==> config.mk <==
export PLATFORM = sky130hd
export DESIGN_NAME = eprom_burn_seq
export DESIGN_NICKNAME = d
export VERILOG_FILES = /design/src/rtl/eprom_burn_seq.sv
export SDC_FILE = /design/constraint.sdc
export NUM_CORES = 1
export LEC_CHECK = 0
export BUFFER_PORTS_ARGS = -buffer_cell sky130_fd_sc_hd__buf_4
export CORE_UTILIZATION = 50
export DETAILED_ROUTE_END_ITERATION = 10
export PLACE_DENSITY = 0.78
export SYNTH_ARGS = -nofsm -noshare
export SYNTH_HDL_FRONTEND = slang
export SYNTH_SLANG_ARGS = --single-unit
export TNS_END_PERCENT = 20
==> constraint.sdc <==
create_clock -name clk -period 5.5 [get_ports clk]
set_input_delay 1.1 -clock clk [delete_from_list [all_inputs] [get_ports clk]]
set_output_delay 1.1 -clock clk [all_outputs]
set_load 0.02 [all_outputs]
==> src/rtl/eprom_burn_seq.sv <==
module eprom_burn_seq #(
  parameter int CLK_HZ     = 50_000_000,
  parameter int ADDR_W     = 15,
  parameter int DATA_W     = 8,
  parameter int MAX_PULSES = 10,
  parameter int PULSE_NS   = 50_000,
  parameter int SETUP_NS   = 1_000,
  parameter int READ_NS    = 150
) (
  input  logic              clk,
  input  logic              rst_n,
  input  logic              start,
  output logic              busy,
  output logic              done,
  output logic              fail,
  output logic [1:0]        fail_phase,
  output logic [ADDR_W-1:0] fail_addr,
  output logic [ADDR_W-1:0] rom_addr,
  input  logic [DATA_W-1:0] src_data,
  output logic [DATA_W-1:0] rom_wdata,
  output logic              rom_wdata_en,
  input  logic [DATA_W-1:0] rom_rdata,
  output logic              rom_ce_n,
  output logic              rom_oe_n,
  output logic [1:0]        core_lvl,
  output logic [1:0]        prog_lvl
);

  function automatic int to_cyc(input longint ns);
    return int'((longint'(CLK_HZ) * ns + 64'sd999_999_999) / 64'sd1_000_000_000);
  endfunction

  localparam int PULSE_CYC = to_cyc(longint'(PULSE_NS));
  localparam int SETUP_CYC = to_cyc(longint'(SETUP_NS));
  localparam int READ_CYC  = to_cyc(longint'(READ_NS));
  localparam int SR_MAX    = (SETUP_CYC > READ_CYC) ? SETUP_CYC : READ_CYC;
  localparam int T_MAX     = (PULSE_CYC > SR_MAX) ? PULSE_CYC : SR_MAX;
  localparam int TW        = $clog2(T_MAX + 1);
  localparam int PW        = $clog2(MAX_PULSES + 1);
  localparam logic [ADDR_W-1:0] LAST = {ADDR_W{1'b1}};

  localparam logic [1:0] LV_NOM = 2'b00, LV_PRG = 2'b01, LV_HI = 2'b10, LV_LO = 2'b11;
  localparam logic [1:0] PH_P1 = 2'b00, PH_P2 = 2'b01;

  typedef enum logic [3:0] {
    S_IDLE, S_VUP, S_PUP, S_SET, S_PUL, S_HLD, S_VFY, S_RAIL, S_CORE, S_MRD
  } st_t;

  function automatic logic [TW-1:0] span(input st_t s);
    case (s)
      S_IDLE:       return '0;
      S_PUL:        return TW'(PULSE_CYC - 1);
      S_VFY, S_MRD: return TW'(READ_CYC - 1);
      default:      return TW'(SETUP_CYC - 1);
    endcase
  endfunction

  st_t st, n_st;
  logic [TW-1:0]     tmr;
  logic [ADDR_W-1:0] adr, n_adr, n_fad;
  logic [PW-1:0]     pc, n_pc;
  logic [1:0]        ph, n_ph, tgt, n_tgt, core, n_core, prog, n_prog, n_fph;
  logic              bad, n_bad, n_done, n_fail;
  logic              match, last;

  assign match        = (rom_rdata == src_data);
  assign last         = (adr == LAST);
  assign busy         = (st != S_IDLE);
  assign rom_addr     = adr;
  assign rom_wdata    = src_data;
  assign rom_wdata_en = (st == S_SET) || (st == S_PUL) || (st == S_HLD);
  assign rom_ce_n     = !((st == S_PUL) || (st == S_MRD));
  assign rom_oe_n     = !((st == S_VFY) || (st == S_MRD));
  assign core_lvl     = core;
  assign prog_lvl     = prog;

  always_comb begin
    n_st = st; n_adr = adr; n_pc = pc; n_ph = ph; n_tgt = tgt;
    n_core = core; n_prog = prog; n_bad = bad;
    n_done = done; n_fail = fail; n_fph = fail_phase; n_fad = fail_addr;
    case (st)
      S_IDLE: if (start) begin
        n_st = S_VUP; n_core = LV_PRG; n_adr = '0; n_pc = '0; n_ph = PH_P1;
        n_bad = 1'b0; n_done = 1'b0; n_fail = 1'b0;
      end
      S_VUP: begin n_st = S_PUP; n_prog = LV_PRG; end
      S_PUP: n_st = S_SET;
      S_SET: n_st = S_PUL;
      S_PUL: begin n_st = S_HLD; n_pc = pc + 1'b1; end
      S_HLD:
        if (ph != PH_P2) n_st = S_VFY;
        else if (last) begin n_tgt = LV_HI; n_prog = LV_HI; n_st = S_RAIL; end
        else begin n_adr = adr + 1'b1; n_st = S_VFY; end
      S_VFY:
        if (ph == PH_P1) begin
          if (match) begin
            n_pc = '0;
            if (last) begin n_ph = PH_P2; n_adr = '0; end
            else begin n_adr = adr + 1'b1; n_st = S_SET; end
          end else if (pc == PW'(MAX_PULSES)) begin
            n_bad = 1'b1; n_fph = PH_P1; n_fad = adr;
            n_tgt = LV_NOM; n_prog = LV_NOM; n_st = S_RAIL;
          end else n_st = S_SET;
        end else begin
          if (!match) n_st = S_SET;
          else if (last) begin n_tgt = LV_HI; n_prog = LV_HI; n_st = S_RAIL; end
          else n_adr = adr + 1'b1;
        end
      S_RAIL: begin n_core = tgt; n_st = S_CORE; end
      S_CORE:
        if (tgt == LV_NOM) begin n_st = S_IDLE; n_done = !bad; n_fail = bad; end
        else begin n_st = S_MRD; n_adr = '0; n_ph = tgt; end
      S_MRD:
        if (!match) begin
          n_bad = 1'b1; n_fph = ph; n_fad = adr;
          n_tgt = LV_NOM; n_prog = LV_NOM; n_st = S_RAIL;
        end else if (last) begin
          n_tgt = (ph == LV_HI) ? LV_LO : LV_NOM;
          n_prog = n_tgt; n_st = S_RAIL;
        end else n_adr = adr + 1'b1;
      default: n_st = S_IDLE;
    endcase
  end

  always_ff @(posedge clk or negedge rst_n) begin
    if (!rst_n) begin
      st <= S_IDLE; tmr <= '0; adr <= '0; pc <= '0; ph <= PH_P1; tgt <= LV_NOM;
      core <= LV_NOM; prog <= LV_NOM; bad <= 1'b0; done <= 1'b0; fail <= 1'b0;
      fail_phase <= PH_P1; fail_addr <= '0;
    end else if (tmr != '0) begin
      tmr <= tmr - 1'b1;
    end else begin
      st <= n_st; tmr <= span(n_st); adr <= n_adr; pc <= n_pc; ph <= n_ph;
      tgt <= n_tgt; core <= n_core; prog <= n_prog; bad <= n_bad;
      done <= n_done; fail <= n_fail; fail_phase <= n_fph; fail_addr <= n_fad;
    end
  end

  AST_STROBE_RAILS: assert property (@(posedge clk) disable iff (!rst_n)
    (!rom_ce_n && rom_oe_n) |-> (core_lvl == LV_PRG && prog_lvl == LV_PRG && rom_wdata_en));
  AST_NO_CONTENTION: assert property (@(posedge clk) disable iff (!rst_n)
    !rom_oe_n |-> !rom_wdata_en);
  AST_STROBE_STEADY: assert property (@(posedge clk) disable iff (!rst_n)
    (!rom_ce_n && rom_oe_n && !$past(rom_ce_n)) |-> ($stable(rom_addr) && $stable(rom_wdata)));
  AST_PROG_AFTER_CORE: assert property (@(posedge clk) disable iff (!rst_n)
    (prog_lvl == LV_PRG && $past(prog_lvl) != LV_PRG) |-> $past(core_lvl) == LV_PRG);
  AST_CORE_AFTER_PROG: assert property (@(posedge clk) disable iff (!rst_n)
    ($past(core_lvl) == LV_PRG && core_lvl != LV_PRG) |-> $past(prog_lvl) != LV_PRG);
  AST_PULSE_CAP: assert property (@(posedge clk) disable iff (!rst_n)
    (st == S_PUL && ph == PH_P1) |-> pc < PW'(MAX_PULSES));
  AST_ONE_RESULT: assert property (@(posedge clk) disable iff (!rst_n)
    !(done && fail));

endmodule

After elaboration in Yosys (flattened, before gate mapping)
Index checks and enable logic that the tools add are counted.
{"block": "op_classes", "add_sub_neg": 3, "eq_ne": 32, "n_mux": 68, "bitwise_logic": 1, "reduce_logical": 32}
{"op": "two-way mux 15 bit", "count": 12}
{"op": "case mux 15 bit (5 select lines)", "count": 1}
{"op": "two-way mux 4 bit", "count": 11}
{"op": "two-way mux 2 bit", "count": 21}
{"op": "case mux 4 bit (10 select lines)", "count": 1}
{"op": "case mux 12 bit (3 select lines)", "count": 1}
{"op": "case mux 15 bit (2 select lines)", "count": 1}
{"op": "AND reduction 7 bit", "count": 4}
{"op": "== test 4 x 3 -> 1 bit (second input constant)", "count": 6}
{"op": "== test 4 bit (second input constant)", "count": 4}
{"op": "inequality test 2 bit (second input constant)", "count": 8}
{"op": "adder 15 x 1 -> 15 bit (second input constant)", "count": 1}
{"op": "== test 15 bit (second input constant)", "count": 1}
{"op": "two-way mux 12 bit", "count": 1}
{"op": "case mux 2 bit (3 select lines)", "count": 2}
{"op": "case mux 4 bit (3 select lines)", "count": 1}
{"op": "AND reduction 6 bit", "count": 2}
{"op": "nonzero test 12 bit", "count": 1}
{"op": "nonzero test 3 bit", "count": 4}
{"op": "subtractor 12 x 1 -> 12 bit (second input constant)", "count": 1}
{"op": "two-way mux 1 bit", "count": 9}
{"op": "inequality test 3 bit (second input constant)", "count": 3}
{"op": "== test 4 x 2 -> 1 bit (second input constant)", "count": 2}
{"op": "== test 8 bit", "count": 1}
{"op": "other kinds (22)", "count": 37}
{"block": "word_totals", "regBits": 63, "in_bits": 19, "out_inout_bits": 50}

Logic depth before layout (Yosys ltp)
{"block": "depth", "word_depth": 9, "mapped_depth": 11, "mapped_depth_nobuf": 8}

Worst setup path before layout
No wires, ideal clock.
{"block": "synth_path", "kind": "input -> register", "start": "input port rom_rdata[3]", "end": "register fail_addr[10]", "setup_time_ns": 0.125, "t_arrival_ns": 2.699, "t_required_ns": 5.375, "slack_ns": 2.676, "stages": 6, "n_path_buf": 1, "cell_sequence": "xnor2_1 -> nand4_1 -> nor2_1 -> nor3_2 -> buf_2 -> mux2_2"}
{"block": "synth_via", "elab_chain_cells": 3, "word_cells_on_any_way": 4, "cone_classes": "eq/ne: 3; reduce/logical: 1"}
{"item": "start, declared", "line": "22", "text": "input logic [DATA_W-1:0] rom_rdata,"}
{"item": "== test 8 bit (*)", "line": "66", "text": "assign match = (rom_rdata == src_data);"}
{"item": "inequality test 2 bit (no line)"}
{"item": "AND reduction 6 bit (no line) (*)"}
{"item": "end signal, assigned", "line": "135", "text": "done <= n_done; fail <= n_fail; fail_phase <= n_fph; fail_addr <= n_fad;"}
{"item": "end, declared", "line": "17", "text": "output logic [ADDR_W-1:0] fail_addr,"}
Mark *: on every way between the ends. The rest lies on a longest branch, timed or not.
A chain may end at the register's enable or synchronous reset.

Worst setup path after layout
{"block": "layout_path", "start": "register st[3]", "end": "output port rom_oe_n"}
{"block": "layout_via", "elab_chain_cells": 3, "word_cells_on_any_way": 4, "cone_classes": "eq/ne: 2; reduce/logical: 2"}
{"item": "start, declared", "line": "58", "text": "st_t st, n_st;"}
{"item": "start signal, assigned", "line": "133", "text": "st <= n_st; tmr <= span(n_st); adr <= n_adr; pc <= n_pc; ph <= n_ph;"}
{"item": "== test 4 x 3 -> 1 bit or == test 4 bit (tied branches)", "line": "73", "text": "assign rom_oe_n = !((st == S_VFY) || (st == S_MRD));"}
{"item": "logical OR 1 bit (*)", "line": "73"}
{"item": "logical NOT 1 bit (*)", "line": "73"}
{"item": "end, declared", "line": "24", "text": "output logic rom_oe_n,"}
Marked as above.

==> results.json <==
{
  "clock_skew_ns": 0.00902,
  "antenna_found_initial": 0,
  "p_per_area_nw_per_um2": 342,
  "fin_crit_sh": 0.602,
  "root_buffer": "clkbuf_8",
  "place_area_um2": 4450,
  "synth_area_leaders": "dfrtp_1, mux2_2, nor2_1, o21ai_0, nand2_1",
  "critPathRequiredTime_ns": 4.40,
  "fin_util": 0.605,
  "yosysTopAreaCell": "dfrtp_1",
  "yosysMostFrequentCell": "dfrtp_1",
  "syn-mean-instance-area_um2": 8.97,
  "synth.top_cell.area_share": 0.397,
  "hold_viol": 0,
  "ioPinCount": 69,
  "period_minus_slack_ns": 3.31,
  "timing.rr.start": "tmr[0]$_DFF_PN0_",
  "routed_wl_mm": 10.7,
  "drc_errors": 0,
  "hold_path.class": "reg -> reg",
  "hold_end": "fail_addr[2]$_DFFE_PN0P_",
  "clockBufferDepth": 2,
  "worstPathArrival_ns": 2.21,
  "holdWs_ns": 0.509,
  "start_util": 0.517,
  "syn_area_um2": 3970,
  "synth_common_cells": "dfrtp_1, nor2_1, nand2_1, o21ai_0, a21oi_1",
  "cts.sinks": 63,
  "worstMarginPinSlew_ns": 0.857,
  "areaGrowthSynthToFinish_pct": 17.1,
  "rrSetupSlack_ns": 2.41,
  "total_power_mw": 1.59,
  "postRouteAntennaNets": 0,
  "synthFlopType": "dfrtp_1",
  "globalplace.congestion": 0.949,
  "setup.worst_path.start_class": "flop",
  "report.final.slew_viol_count": 0,
  "clkLatencyLatePin_ns": 0.35,
  "cap_violations": 0,
  "power_leakage_nw": 2.00,
  "crit_slowest_cell": "dfrtp_1",
  "seq_area_frac_synth": 0.397,
  "grt_pass1_vias": 3537,
  "cts_hold_buf": 0,
  "cpPeakStageDelay_ns": 0.78,
  "htree_levels": 3,
  "syn_inst": 443,
  "grt_max_degree": 64,
  "viasPerCell": 6.40,
  "wl_per_cell_um": 17.8,
  "clk_pin_slew_ns": 0.08,
  "multi_input_area_um2": 2180,
  "reg2reg_depth": 7,
  "synthArstFlopShare": 1.00,
  "postCtsSetupRepairBufs": 0,
  "critPathCaptureType": "output port",
  "cp_max_fo": 23,
  "row_count": 32,
  "rsz0062_at_grt": "false",
  "core_region_area_um2": 7690,
  "drive_gt1_frac": 0.239,
  "tns_ns": 0,
  "grt_usage": 0.259,
  "ys_ff_latch": 63,
  "worstSetupPathType": "reg -> out",
  "drt_iter0_markers": 410,
  "yosys_warnings": 0,
  "fp.dieH_um": 91.1,
  "ctsResizeCount": 0,
  "ir_drop_v": 0.000138,
  "cts_tree": "built",
  "setup_violations": 0,
  "firstDrtPassIters": 5,
  "vias": 3832,
  "synth_edf_count": 0,
  "hold_path_depth": 1,
  "final_area_um2": 4650,
  "slew_headroom": 0.424,
  "antennaDiodeCount": 0,
  "dp_hpwl_mm": 7.50,
  "fmax_mhz": 302,
  "yosysUniqueCellTypes": 64,
  "crit_chain": "nand4bb_1 -> nand2_1 -> inv_1 -> buf_4",
  "reg2reg_to": "fail_addr[8]$_DFFE_PN0P_",
  "n_fill_cell": 696,
  "regArea_um2": 1580,
  "grt_pass1_wl_mm": 17.2,
  "dieArea_um2": 8310,
  "numCtsBuffers": 9,
  "grt_overflow": 0,
  "layout.nets": 516,
  "min_from": "fail_addr[2]$_DFFE_PN0P_",
  "status": "completed",
  "numPortBuffers": 68,
  "die_x_um": 91.1,
  "synthesis.nets": 467
}
per-layer routing:
metal  GRT usage  vias to the layer above  part of all wire
li1            -                     1755                 -
met5           0                        -                 0
met3      0.0419                       32             0.075
met4       0.112                        0             0.030
met1       0.337                     1844              0.42
met2       0.428                      201              0.48
layout by cell type, fill, tap and decap left out, types with 5 or more instances in the layout:
cell       n
buf_4     69
dfrtp_1   63
nor2_1    41
nand2_1   37
o21ai_0   28
a21oi_1   23
nand3_1   20
mux2_2    17
inv_1     14
a31oi_1   14
xnor2_1   11
nand4_1    9
nor3_1     9
clkbuf_8   9
and3_1     7
o211ai_1   6
nand2b_1   6
nor4_1     6
o31ai_1    6
or4_1      5
nand3b_1   5
a22o_1     5
ha_1       5
per-stage QoR:
stage | instances | worst slack (ns)
2_1_floorplan | 443 | 2.68
3_3_place_gp | 583 | 2.34
3_5_place_dp | 583 | 2.31
4_1_cts | 599 | 2.28
5_1_grt | 599 | 2.06
6_report | 599 | 2.19
worst max-delay path by stage:
stage | slack, ns | cells after the start | endpoint | startpoint
finish | 2.19 | 4 | rom_oe_n | st[3]$_DFFE_PN0P_
global route | 2.06 | 4 | rom_oe_n | st[3]$_DFFE_PN0P_
CTS | 2.28 | 4 | rom_oe_n | st[3]$_DFFE_PN0P_
detailed placement | 2.31 | 7 | ph[0]$_DFFE_PN0P_ | src_data[3]
global placement | 2.34 | 7 | ph[0]$_DFFE_PN0P_ | src_data[0]
floorplan | 2.68 | 6 | fail_addr[10]$_DFFE_PN0P_ | rom_rdata[3]
report_power, final:
group | leakage (nW) | internal [mW] | total (mW) | switching, mW
registers | 0.808 | 0.529 | 0.656 | 0.127
logic | 1.09 | 0.218 | 0.521 | 0.304
clock network | 0.0992 | 0.210 | 0.412 | 0.203
flip-flops by register name, summed over array words and instances (netlist names), 2 cells and up:
signal and count:
fail_phase 2, fail_addr 15, rom_addr 15, ph 2, core_lvl 2, pc 4, st 4, tgt 2
prog_lvl 2, tmr 12
worst max-delay path, delay by kind of cell (launching register included):
family	cells	cell delay (ns)
AND/OR/NAND/NOR	2	0.83
flip-flops	1	0.78
buffers and inverters	2	0.23
logic make-up after synthesis:
| group | after synthesis | synth area share |
|---|---|---|
| simple gates | 175 | 0.243 |
| compound gates | 123 | 0.207 |
| flops | 63 | 0.397 |
| buf+inv | 45 | 0.0548 |
| mux | 20 | 0.0557 |
| xor+xnor | 12 | 0.0265 |
| fa+ha+maj | 5 | 0.0157 |
layout make-up:
class,instances,area share
inverter,14,0.0113
multi-input combinational,335,0.468
tap,102,0.0274
sequential,63,0.339
clock inverter,7,0.0159
timing repair buffer,69,0.111
clock buffer,9,0.0266
Note: power is estimated with default switching activity, not from simulation.
